===== config.mk =====
export PLATFORM = sky130hd
export DESIGN_NAME = stf_strip_tpg
export DESIGN_NICKNAME = d
export VERILOG_FILES = /design/src/rtl/stf_pkg.sv /design/src/rtl/stf_lin.sv /design/src/rtl/stf_strip_sum.sv /design/src/rtl/stf_fir.sv /design/src/rtl/stf_peak.sv /design/src/rtl/stf_strip_tpg.sv
export SDC_FILE = /design/constraint.sdc
export NUM_CORES = 2
export LEC_CHECK = 0
export ABC_CLOCK_PERIOD_IN_PS = 11000
export CAP_MARGIN = 20
export CORE_MARGIN = 1.5
export CORE_UTILIZATION = 45
export DETAILED_ROUTE_END_ITERATION = 8
export DONT_BUFFER_PORTS = 1
export PLACE_DENSITY = 0.57
export SLEW_MARGIN = 40
export SYNTH_ARGS = -nofsm -noshare
export SYNTH_HDL_FRONTEND = slang
export SYNTH_HIERARCHICAL = 1
export SYNTH_SLANG_ARGS = --single-unit

===== constraint.sdc =====
create_clock -name clk -period 11 [get_ports clk]
set_clock_uncertainty 0.15 [all_clocks]
set_input_delay 2.2 -clock clk [delete_from_list [all_inputs] [get_ports clk]]
set_output_delay 2.2 -clock clk [all_outputs]
set_load 0.005 [all_outputs]

===== src/rtl/stf_pkg.sv =====
package stf_pkg;

  // Width of the per-crystal gain selector and the number of gains it picks.
  localparam int unsigned GAIN_CODE_W = 2;
  localparam int unsigned NUM_GAINS   = 1 << GAIN_CODE_W;

  // Registers from sample capture to the registered peak decision:
  // linearize, sum, filter, one-sample look-ahead, decision.
  localparam int unsigned CORE_STAGES = 5;

  // Total fixed latency of the trigger primitive in clock cycles.
  localparam int unsigned TP_LATENCY  = 8;

endpackage


===== src/rtl/stf_lin.sv =====
// One crystal: gain-factor multiply, pedestal removal, clamp to the linear range.
module stf_lin #(
  parameter int unsigned ADC_W     = 12,
  parameter int unsigned COEF_W    = 6,
  parameter int unsigned PED_W     = 12,
  parameter int unsigned LIN_W     = 18,
  parameter int unsigned GSEL_W    = 2,
  parameter int unsigned NUM_GAINS = 4
) (
  input  logic                        clk,
  input  logic                        rst_n,
  input  logic [ADC_W-1:0]            adc,
  input  logic [GSEL_W-1:0]           gsel,
  input  logic [NUM_GAINS*COEF_W-1:0] gain_coef,
  input  logic [PED_W-1:0]            ped,
  output logic [LIN_W-1:0]            lin_q
);

  localparam int unsigned PROD_W = ADC_W + COEF_W;
  localparam int unsigned WIDE_W = (PROD_W > PED_W) ? PROD_W : PED_W;
  localparam int unsigned DIFF_W = ((WIDE_W > LIN_W) ? WIDE_W : LIN_W) + 1;
  localparam logic [LIN_W-1:0] LIN_MAX = '1;

  logic [COEF_W-1:0]        coef_sel;
  logic [PROD_W-1:0]        prod;
  logic signed [DIFF_W-1:0] diff;
  logic [LIN_W-1:0]         lin_d;

  always_comb begin
    coef_sel = gain_coef[gsel*COEF_W +: COEF_W];
    prod     = PROD_W'(adc) * PROD_W'(coef_sel);
    diff     = $signed(DIFF_W'(prod)) - $signed(DIFF_W'(ped));
    if (diff[DIFF_W-1]) begin
      lin_d = '0;
    end else if (diff > $signed(DIFF_W'(LIN_MAX))) begin
      lin_d = LIN_MAX;
    end else begin
      lin_d = diff[LIN_W-1:0];
    end
  end

  always_ff @(posedge clk or negedge rst_n) begin
    if (!rst_n) begin
      lin_q <= '0;
    end else begin
      lin_q <= lin_d;
    end
  end

endmodule


===== src/rtl/stf_strip_sum.sv =====
// Strip adder plus the largest single crystal and its veto comparison.
module stf_strip_sum #(
  parameter int unsigned NXTAL = 5,
  parameter int unsigned LIN_W = 18,
  parameter int unsigned SUM_W = 21
) (
  input  logic                   clk,
  input  logic                   rst_n,
  input  logic [NXTAL*LIN_W-1:0] lin_flat,
  input  logic [LIN_W-1:0]       fgv_thresh,
  output logic [SUM_W-1:0]       sum_q,
  output logic [LIN_W-1:0]       max_q,
  output logic                   fgv_q
);

  logic [SUM_W-1:0] sum_d;
  logic [LIN_W-1:0] max_d;
  logic             fgv_d;

  always_comb begin
    sum_d = '0;
    max_d = '0;
    for (int i = 0; i < NXTAL; i++) begin
      sum_d = sum_d + SUM_W'(lin_flat[i*LIN_W +: LIN_W]);
      if (lin_flat[i*LIN_W +: LIN_W] > max_d) begin
        max_d = lin_flat[i*LIN_W +: LIN_W];
      end
    end
    fgv_d = (max_d >= fgv_thresh);
  end

  always_ff @(posedge clk or negedge rst_n) begin
    if (!rst_n) begin
      sum_q <= '0;
      max_q <= '0;
      fgv_q <= 1'b0;
    end else begin
      sum_q <= sum_d;
      max_q <= max_d;
      fgv_q <= fgv_d;
    end
  end

endmodule


===== src/rtl/stf_fir.sv =====
// Direct-form FIR over the strip energy, full-precision signed output.
module stf_fir #(
  parameter int unsigned TAPS  = 5,
  parameter int unsigned TAP_W = 8,
  parameter int unsigned SUM_W = 21,
  parameter int unsigned Y_W   = 33
) (
  input  logic                    clk,
  input  logic                    rst_n,
  input  logic [SUM_W-1:0]        sum_in,
  input  logic                    fgv_in,
  input  logic [TAPS*TAP_W-1:0]   fir_coef,
  output logic signed [Y_W-1:0]   y_q,
  output logic                    fgv_q
);

  localparam int unsigned HIST = TAPS - 1;

  logic [SUM_W-1:0]      hist_q [HIST];
  logic [SUM_W-1:0]      hist_d [HIST];
  logic [SUM_W-1:0]      samp   [TAPS];
  logic signed [Y_W-1:0] prod   [TAPS];
  logic signed [Y_W-1:0] y_d;

  for (genvar k = 0; k < TAPS; k++) begin : g_tap
    logic signed [TAP_W-1:0] ck;
    logic signed [SUM_W:0]   sk;
    if (k == 0) begin : g_new
      assign samp[k] = sum_in;
    end else begin : g_old
      assign samp[k] = hist_q[k-1];
    end
    assign ck      = fir_coef[k*TAP_W +: TAP_W];
    assign sk      = {1'b0, samp[k]};
    assign prod[k] = Y_W'(ck) * Y_W'(sk);
  end

  always_comb begin
    hist_d[0] = sum_in;
    for (int k = 1; k < HIST; k++) begin
      hist_d[k] = hist_q[k-1];
    end
    y_d = '0;
    for (int k = 0; k < TAPS; k++) begin
      y_d = y_d + prod[k];
    end
  end

  always_ff @(posedge clk or negedge rst_n) begin
    if (!rst_n) begin
      for (int k = 0; k < HIST; k++) begin
        hist_q[k] <= '0;
      end
      y_q   <= '0;
      fgv_q <= 1'b0;
    end else begin
      for (int k = 0; k < HIST; k++) begin
        hist_q[k] <= hist_d[k];
      end
      y_q   <= y_d;
      fgv_q <= fgv_in;
    end
  end

endmodule


===== src/rtl/stf_peak.sv =====
// Local-maximum finder with energy gating, clamp and latency padding.
module stf_peak #(
  parameter int unsigned Y_W = 33,
  parameter int unsigned E_W = 18,
  parameter int unsigned PAD = 3
) (
  input  logic                  clk,
  input  logic                  rst_n,
  input  logic signed [Y_W-1:0] y_in,
  input  logic                  fgv_in,
  output logic [E_W-1:0]        tp_energy,
  output logic                  tp_peak,
  output logic                  tp_fgv
);

  localparam int unsigned DW = E_W + 2;
  localparam logic [E_W-1:0] E_MAX = '1;

  logic signed [Y_W-1:0] y_d1_q, y_d2_q;
  logic                  fgv_d1_q;
  logic                  pk;
  logic [E_W-1:0]        e_val;
  logic [DW-1:0]         dec_d, dec_q, out_w;

  always_comb begin
    pk = (y_d2_q < y_d1_q) && (y_d1_q >= y_in);
    if (!pk || y_d1_q[Y_W-1]) begin
      e_val = '0;
    end else if (y_d1_q > $signed(Y_W'(E_MAX))) begin
      e_val = E_MAX;
    end else begin
      e_val = y_d1_q[E_W-1:0];
    end
    dec_d = {pk, pk & fgv_d1_q, e_val};
  end

  always_ff @(posedge clk or negedge rst_n) begin
    if (!rst_n) begin
      y_d1_q   <= '0;
      y_d2_q   <= '0;
      fgv_d1_q <= 1'b0;
      dec_q    <= '0;
    end else begin
      y_d1_q   <= y_in;
      y_d2_q   <= y_d1_q;
      fgv_d1_q <= fgv_in;
      dec_q    <= dec_d;
    end
  end

  if (PAD == 0) begin : g_nopad
    assign out_w = dec_q;
  end else begin : g_pad
    logic [DW-1:0] pad_q [PAD];
    logic [DW-1:0] pad_d [PAD];
    always_comb begin
      pad_d[0] = dec_q;
      for (int i = 1; i < PAD; i++) begin
        pad_d[i] = pad_q[i-1];
      end
    end
    always_ff @(posedge clk or negedge rst_n) begin
      if (!rst_n) begin
        for (int i = 0; i < PAD; i++) begin
          pad_q[i] <= '0;
        end
      end else begin
        for (int i = 0; i < PAD; i++) begin
          pad_q[i] <= pad_d[i];
        end
      end
    end
    assign out_w = pad_q[PAD-1];
  end

  assign tp_peak   = out_w[DW-1];
  assign tp_fgv    = out_w[DW-2];
  assign tp_energy = out_w[E_W-1:0];

endmodule


===== src/rtl/stf_strip_tpg.sv =====
// Strip trigger primitive: linearize, sum, filter, find peak, fixed latency.
module stf_strip_tpg #(
  parameter int unsigned NXTAL   = 5,
  parameter int unsigned ADC_W   = 12,
  parameter int unsigned COEF_W  = 6,
  parameter int unsigned PED_W   = 12,
  parameter int unsigned LIN_W   = 18,
  parameter int unsigned TAPS    = 5,
  parameter int unsigned TAP_W   = 8,
  parameter int unsigned E_W     = 18,
  parameter int unsigned LATENCY = stf_pkg::TP_LATENCY
) (
  input  logic                                      clk,
  input  logic                                      rst_n,
  input  logic [NXTAL*ADC_W-1:0]                    adc_in,
  input  logic [NXTAL*stf_pkg::GAIN_CODE_W-1:0]     gain_in,
  input  logic [stf_pkg::NUM_GAINS*COEF_W-1:0]      gain_coef,
  input  logic [NXTAL*PED_W-1:0]                    pedestal,
  input  logic [TAPS*TAP_W-1:0]                     fir_coef,
  input  logic [LIN_W-1:0]                          fgv_thresh,
  output logic [E_W-1:0]                            tp_energy,
  output logic                                      tp_peak,
  output logic                                      tp_fgv
);

  localparam int unsigned GSEL_W = stf_pkg::GAIN_CODE_W;
  localparam int unsigned SUM_W  = LIN_W + $clog2(NXTAL);
  localparam int unsigned Y_W    = SUM_W + 1 + TAP_W + $clog2(TAPS);
  localparam int unsigned PAD    = LATENCY - stf_pkg::CORE_STAGES;

  logic [NXTAL*LIN_W-1:0] lin_flat;
  logic [SUM_W-1:0]       strip_sum;
  logic [LIN_W-1:0]       strip_max;
  logic                   strip_fgv;
  logic signed [Y_W-1:0]  fir_y;
  logic                   fir_fgv;

  for (genvar i = 0; i < NXTAL; i++) begin : g_xtal
    stf_lin #(
      .ADC_W    (ADC_W),
      .COEF_W   (COEF_W),
      .PED_W    (PED_W),
      .LIN_W    (LIN_W),
      .GSEL_W   (GSEL_W),
      .NUM_GAINS(stf_pkg::NUM_GAINS)
    ) u_lin (
      .clk      (clk),
      .rst_n    (rst_n),
      .adc      (adc_in[i*ADC_W +: ADC_W]),
      .gsel     (gain_in[i*GSEL_W +: GSEL_W]),
      .gain_coef(gain_coef),
      .ped      (pedestal[i*PED_W +: PED_W]),
      .lin_q    (lin_flat[i*LIN_W +: LIN_W])
    );
  end

  stf_strip_sum #(
    .NXTAL(NXTAL),
    .LIN_W(LIN_W),
    .SUM_W(SUM_W)
  ) u_sum (
    .clk       (clk),
    .rst_n     (rst_n),
    .lin_flat  (lin_flat),
    .fgv_thresh(fgv_thresh),
    .sum_q     (strip_sum),
    .max_q     (strip_max),
    .fgv_q     (strip_fgv)
  );

  stf_fir #(
    .TAPS (TAPS),
    .TAP_W(TAP_W),
    .SUM_W(SUM_W),
    .Y_W  (Y_W)
  ) u_fir (
    .clk     (clk),
    .rst_n   (rst_n),
    .sum_in  (strip_sum),
    .fgv_in  (strip_fgv),
    .fir_coef(fir_coef),
    .y_q     (fir_y),
    .fgv_q   (fir_fgv)
  );

  stf_peak #(
    .Y_W(Y_W),
    .E_W(E_W),
    .PAD(PAD)
  ) u_peak (
    .clk      (clk),
    .rst_n    (rst_n),
    .y_in     (fir_y),
    .fgv_in   (fir_fgv),
    .tp_energy(tp_energy),
    .tp_peak  (tp_peak),
    .tp_fgv   (tp_fgv)
  );

endmodule


==> results by group <==
Outcome
  • Status: completed

Synth
  • Syn Inst Count: 6102
  • Cell Area, Synth: 59600 um^2
  • Post-synthesis area per instance: 9.77 um^2
  • Ys Warns: 6
  • Syn Nets: 8015

Global routing
  • Met2 usage: 0.466
  • Vias in the first global route: 45300
  • Gr busiest metal: met2
  • GRT Total Usage: 0.253
  • Initial antenna violation count: 6
  • GRT Residual Overflow: 0
  • GR Util met1: 0.300
  • Largest net degree at the start of global routing: 378
  • Met3 Track Usage GR: 0.0294
  • First-pass GRT wire length: 263000 um

Hold path
  • Worst Hold Depth: 0
  • Min-delay src: u_peak/dec_q[14]
  • Hold Crit Class: flip-flop to flip-flop
  • Hold endpoint: u_peak/g_pad.pad_d[34]

Layout
  • Layout Area Growth over Synthesis: 6.20%
  • Inserted Diodes: 0
  • Layout cells sized above 1: 0.0462
  • Fill count: 12500
  • Final non-filler cell total: 7831
  • Layout Nets: 7952

Routing
  • Via count: 40700
  • Final wirelength: 164000 um
  • Antenna Nets Post-Route: 0
  • Detailed-route DRC error count: 0
  • Number of vias per cell: 5.19
  • TritonRoute pass-1 iters: 7
  • 1st-iter DRT viols: 1846
  • Avg WL per Cell: 21.0 um

Timing
  • Period utilization: 0.942
  • Final period demand of the worst path: 10.36 ns
  • Slew Viols, Final: 0
  • Slew @ Worst Pin: 1.32 ns
  • Final-report hold violation count: 0
  • Unrepaired setup endpoints after global routing: no
  • Max Fclk: 0.0965 GHz
  • Relative slew slack: 0.117
  • Final setup fails: 0
  • Final setup TNS: 0 ns

Clock network
  • Clk sinks: 377
  • Num CTS Buffers: 49
  • Clk slew on worst S/H paths: 0.07 ns
  • Clock Latency Late Sink: 0.68 ns
  • Post-CTS Setup Bufs: 0
  • CTS root buf: clkbuf_16
  • CTS Buffer Depth: 3
  • H-Tree Depth: 2
  • CTS tree: done

Placement
  • Gpl congestion: 0.921
  • Placed Cells: 7743
  • IO buf count: 0
  • HPWL Detailed: 136000 um

Critical path
  • CP top delay family: compound AO/OA/AOI/OAI gates
  • Critical path required time: 11.41 ns
  • Most common cell on crit path: a21o_1
  • Flop-to-flop setup slack: 0.64 ns
  • Arrival @ worst endpoint: 10.78 ns
  • Worst Reg-to-Reg Cells: 48
  • Critical path launch point type: flip-flop
  • Slowest stage delay, CP: 0.44 ns
  • Reg2reg start: g_xtal[0].u_lin/lin_q[4]
  • Reg2reg end: u_sum/fgv_q
  • Critical-path top delay cell: dfrtp_1
  • WP buf/inv: 8
  • Launch point of the worst path: g_xtal[0].u_lin/lin_q[4]
  • CP Class: flip-flop to flip-flop
  • CP Max Fanout: 20
  • Critical Path Sink Type: flip-flop

Floorplan
  • Core footprint: 131000 um^2
  • Die Y: 367 um
  • Die footprint: 135000 um^2
  • Chip width: 367 um
  • I/O Pins: 234
  • Rows: 133
  • Starting density of the core: 0.453

Flow run
  • Max cap viols: 0
## metrics by stage
stage / cell area, um^2 / hold WS, ns / setup slack [ns] / utilization
after floorplan: 59600 / 0.181 / 1.37 / -
after global placement: 61500 / 0.182 / 0.528 / 0.468
after detailed placement: 61500 / 0.185 / 0.488 / 0.468
after CTS: 63300 / 0.198 / 0.433 / 0.481
after global routing: 63300 / 0.199 / 0.0205 / 0.481
final: 63300 / 0.192 / 0.636 / 0.481
## worst max-delay path by stage
stage                       end  cells past startpoint
floorplan           u_sum/fgv_q                     50
CTS                 u_sum/fgv_q                     47
global route        u_sum/fgv_q                     47
detailed placement  u_sum/fgv_q                     47
finish              u_sum/fgv_q                     48
global placement    u_sum/fgv_q                     48
## final cells by class
class	count	area, um^2	area share
Clock buffer	62	1360	0.0214
Tap cell	1755	2200	0.0347
Sequential cell	377	9430	0.149
Clock inverter	26	399	0.00631
Timing Repair Buffer	58	489	0.00773
Inverter	1358	5100	0.0806
Multi-Input combinational cell	4195	44300	0.700
## repair_timing
| action | 4_1_cts | 5_1_grt |
|---|---|---|
| hold buffers | 0 | 0 |
| gates resized for setup | 0 | 6 |
| endpoints found under the setup margin | 0 | 1 |
## state kept, by name (all words and copies together), names as in the netlist, 20 cells and up
| signal | count |
|---|---|
| u_peak/y_d2_q | 33 |
| u_peak/out_w | 20 |
| u_peak/g_pad.pad_d | 40 |
| u_peak/y_d1_q | 33 |
| g_xtal.u_lin/lin_q | 90 |
| u_peak/dec_q | 20 |
| u_fir/y_q | 33 |
| u_sum/sum_q | 21 |
| u_fir/g_tap.sk | 84 |
## per-layer routing
metal  share of wire  vias to the layer above  wire [um]
met1            0.39                    21000      64100
li1                -                    18500          -
met5               0                        -          0
met3           0.037                      247       6020
met2            0.53                      903      86900
met4           0.045                        0       7450
## placed cells by master (no fill, tap or decap), types with 11 or more instances in the layout
master     count
a211oi_1      22
a21o_1        76
a21o_2        15
a21oi_1      121
a31o_2        11
a31oi_1       43
and2_1       591
buf_4         53
clkbuf_16     49
dfrtp_1      377
fa_1        1098
ha_1         601
inv_1       1357
mux4_2        30
nand2_1      663
nand2b_1      80
nand3_1       51
nand4_1       37
nor2_1       228
nor2b_1       28
nor3_1        17
nor3_2        19
o211ai_1      28
o211ai_2      16
o21a_1        24
o21ai_0       74
o22a_1        16
o31ai_1       17
or2_1         12
xnor2_1       66
xor2_1        44
Power is not shown: default switching activity piles up to over one toggle a cycle in this logic, so the estimate is an artifact.
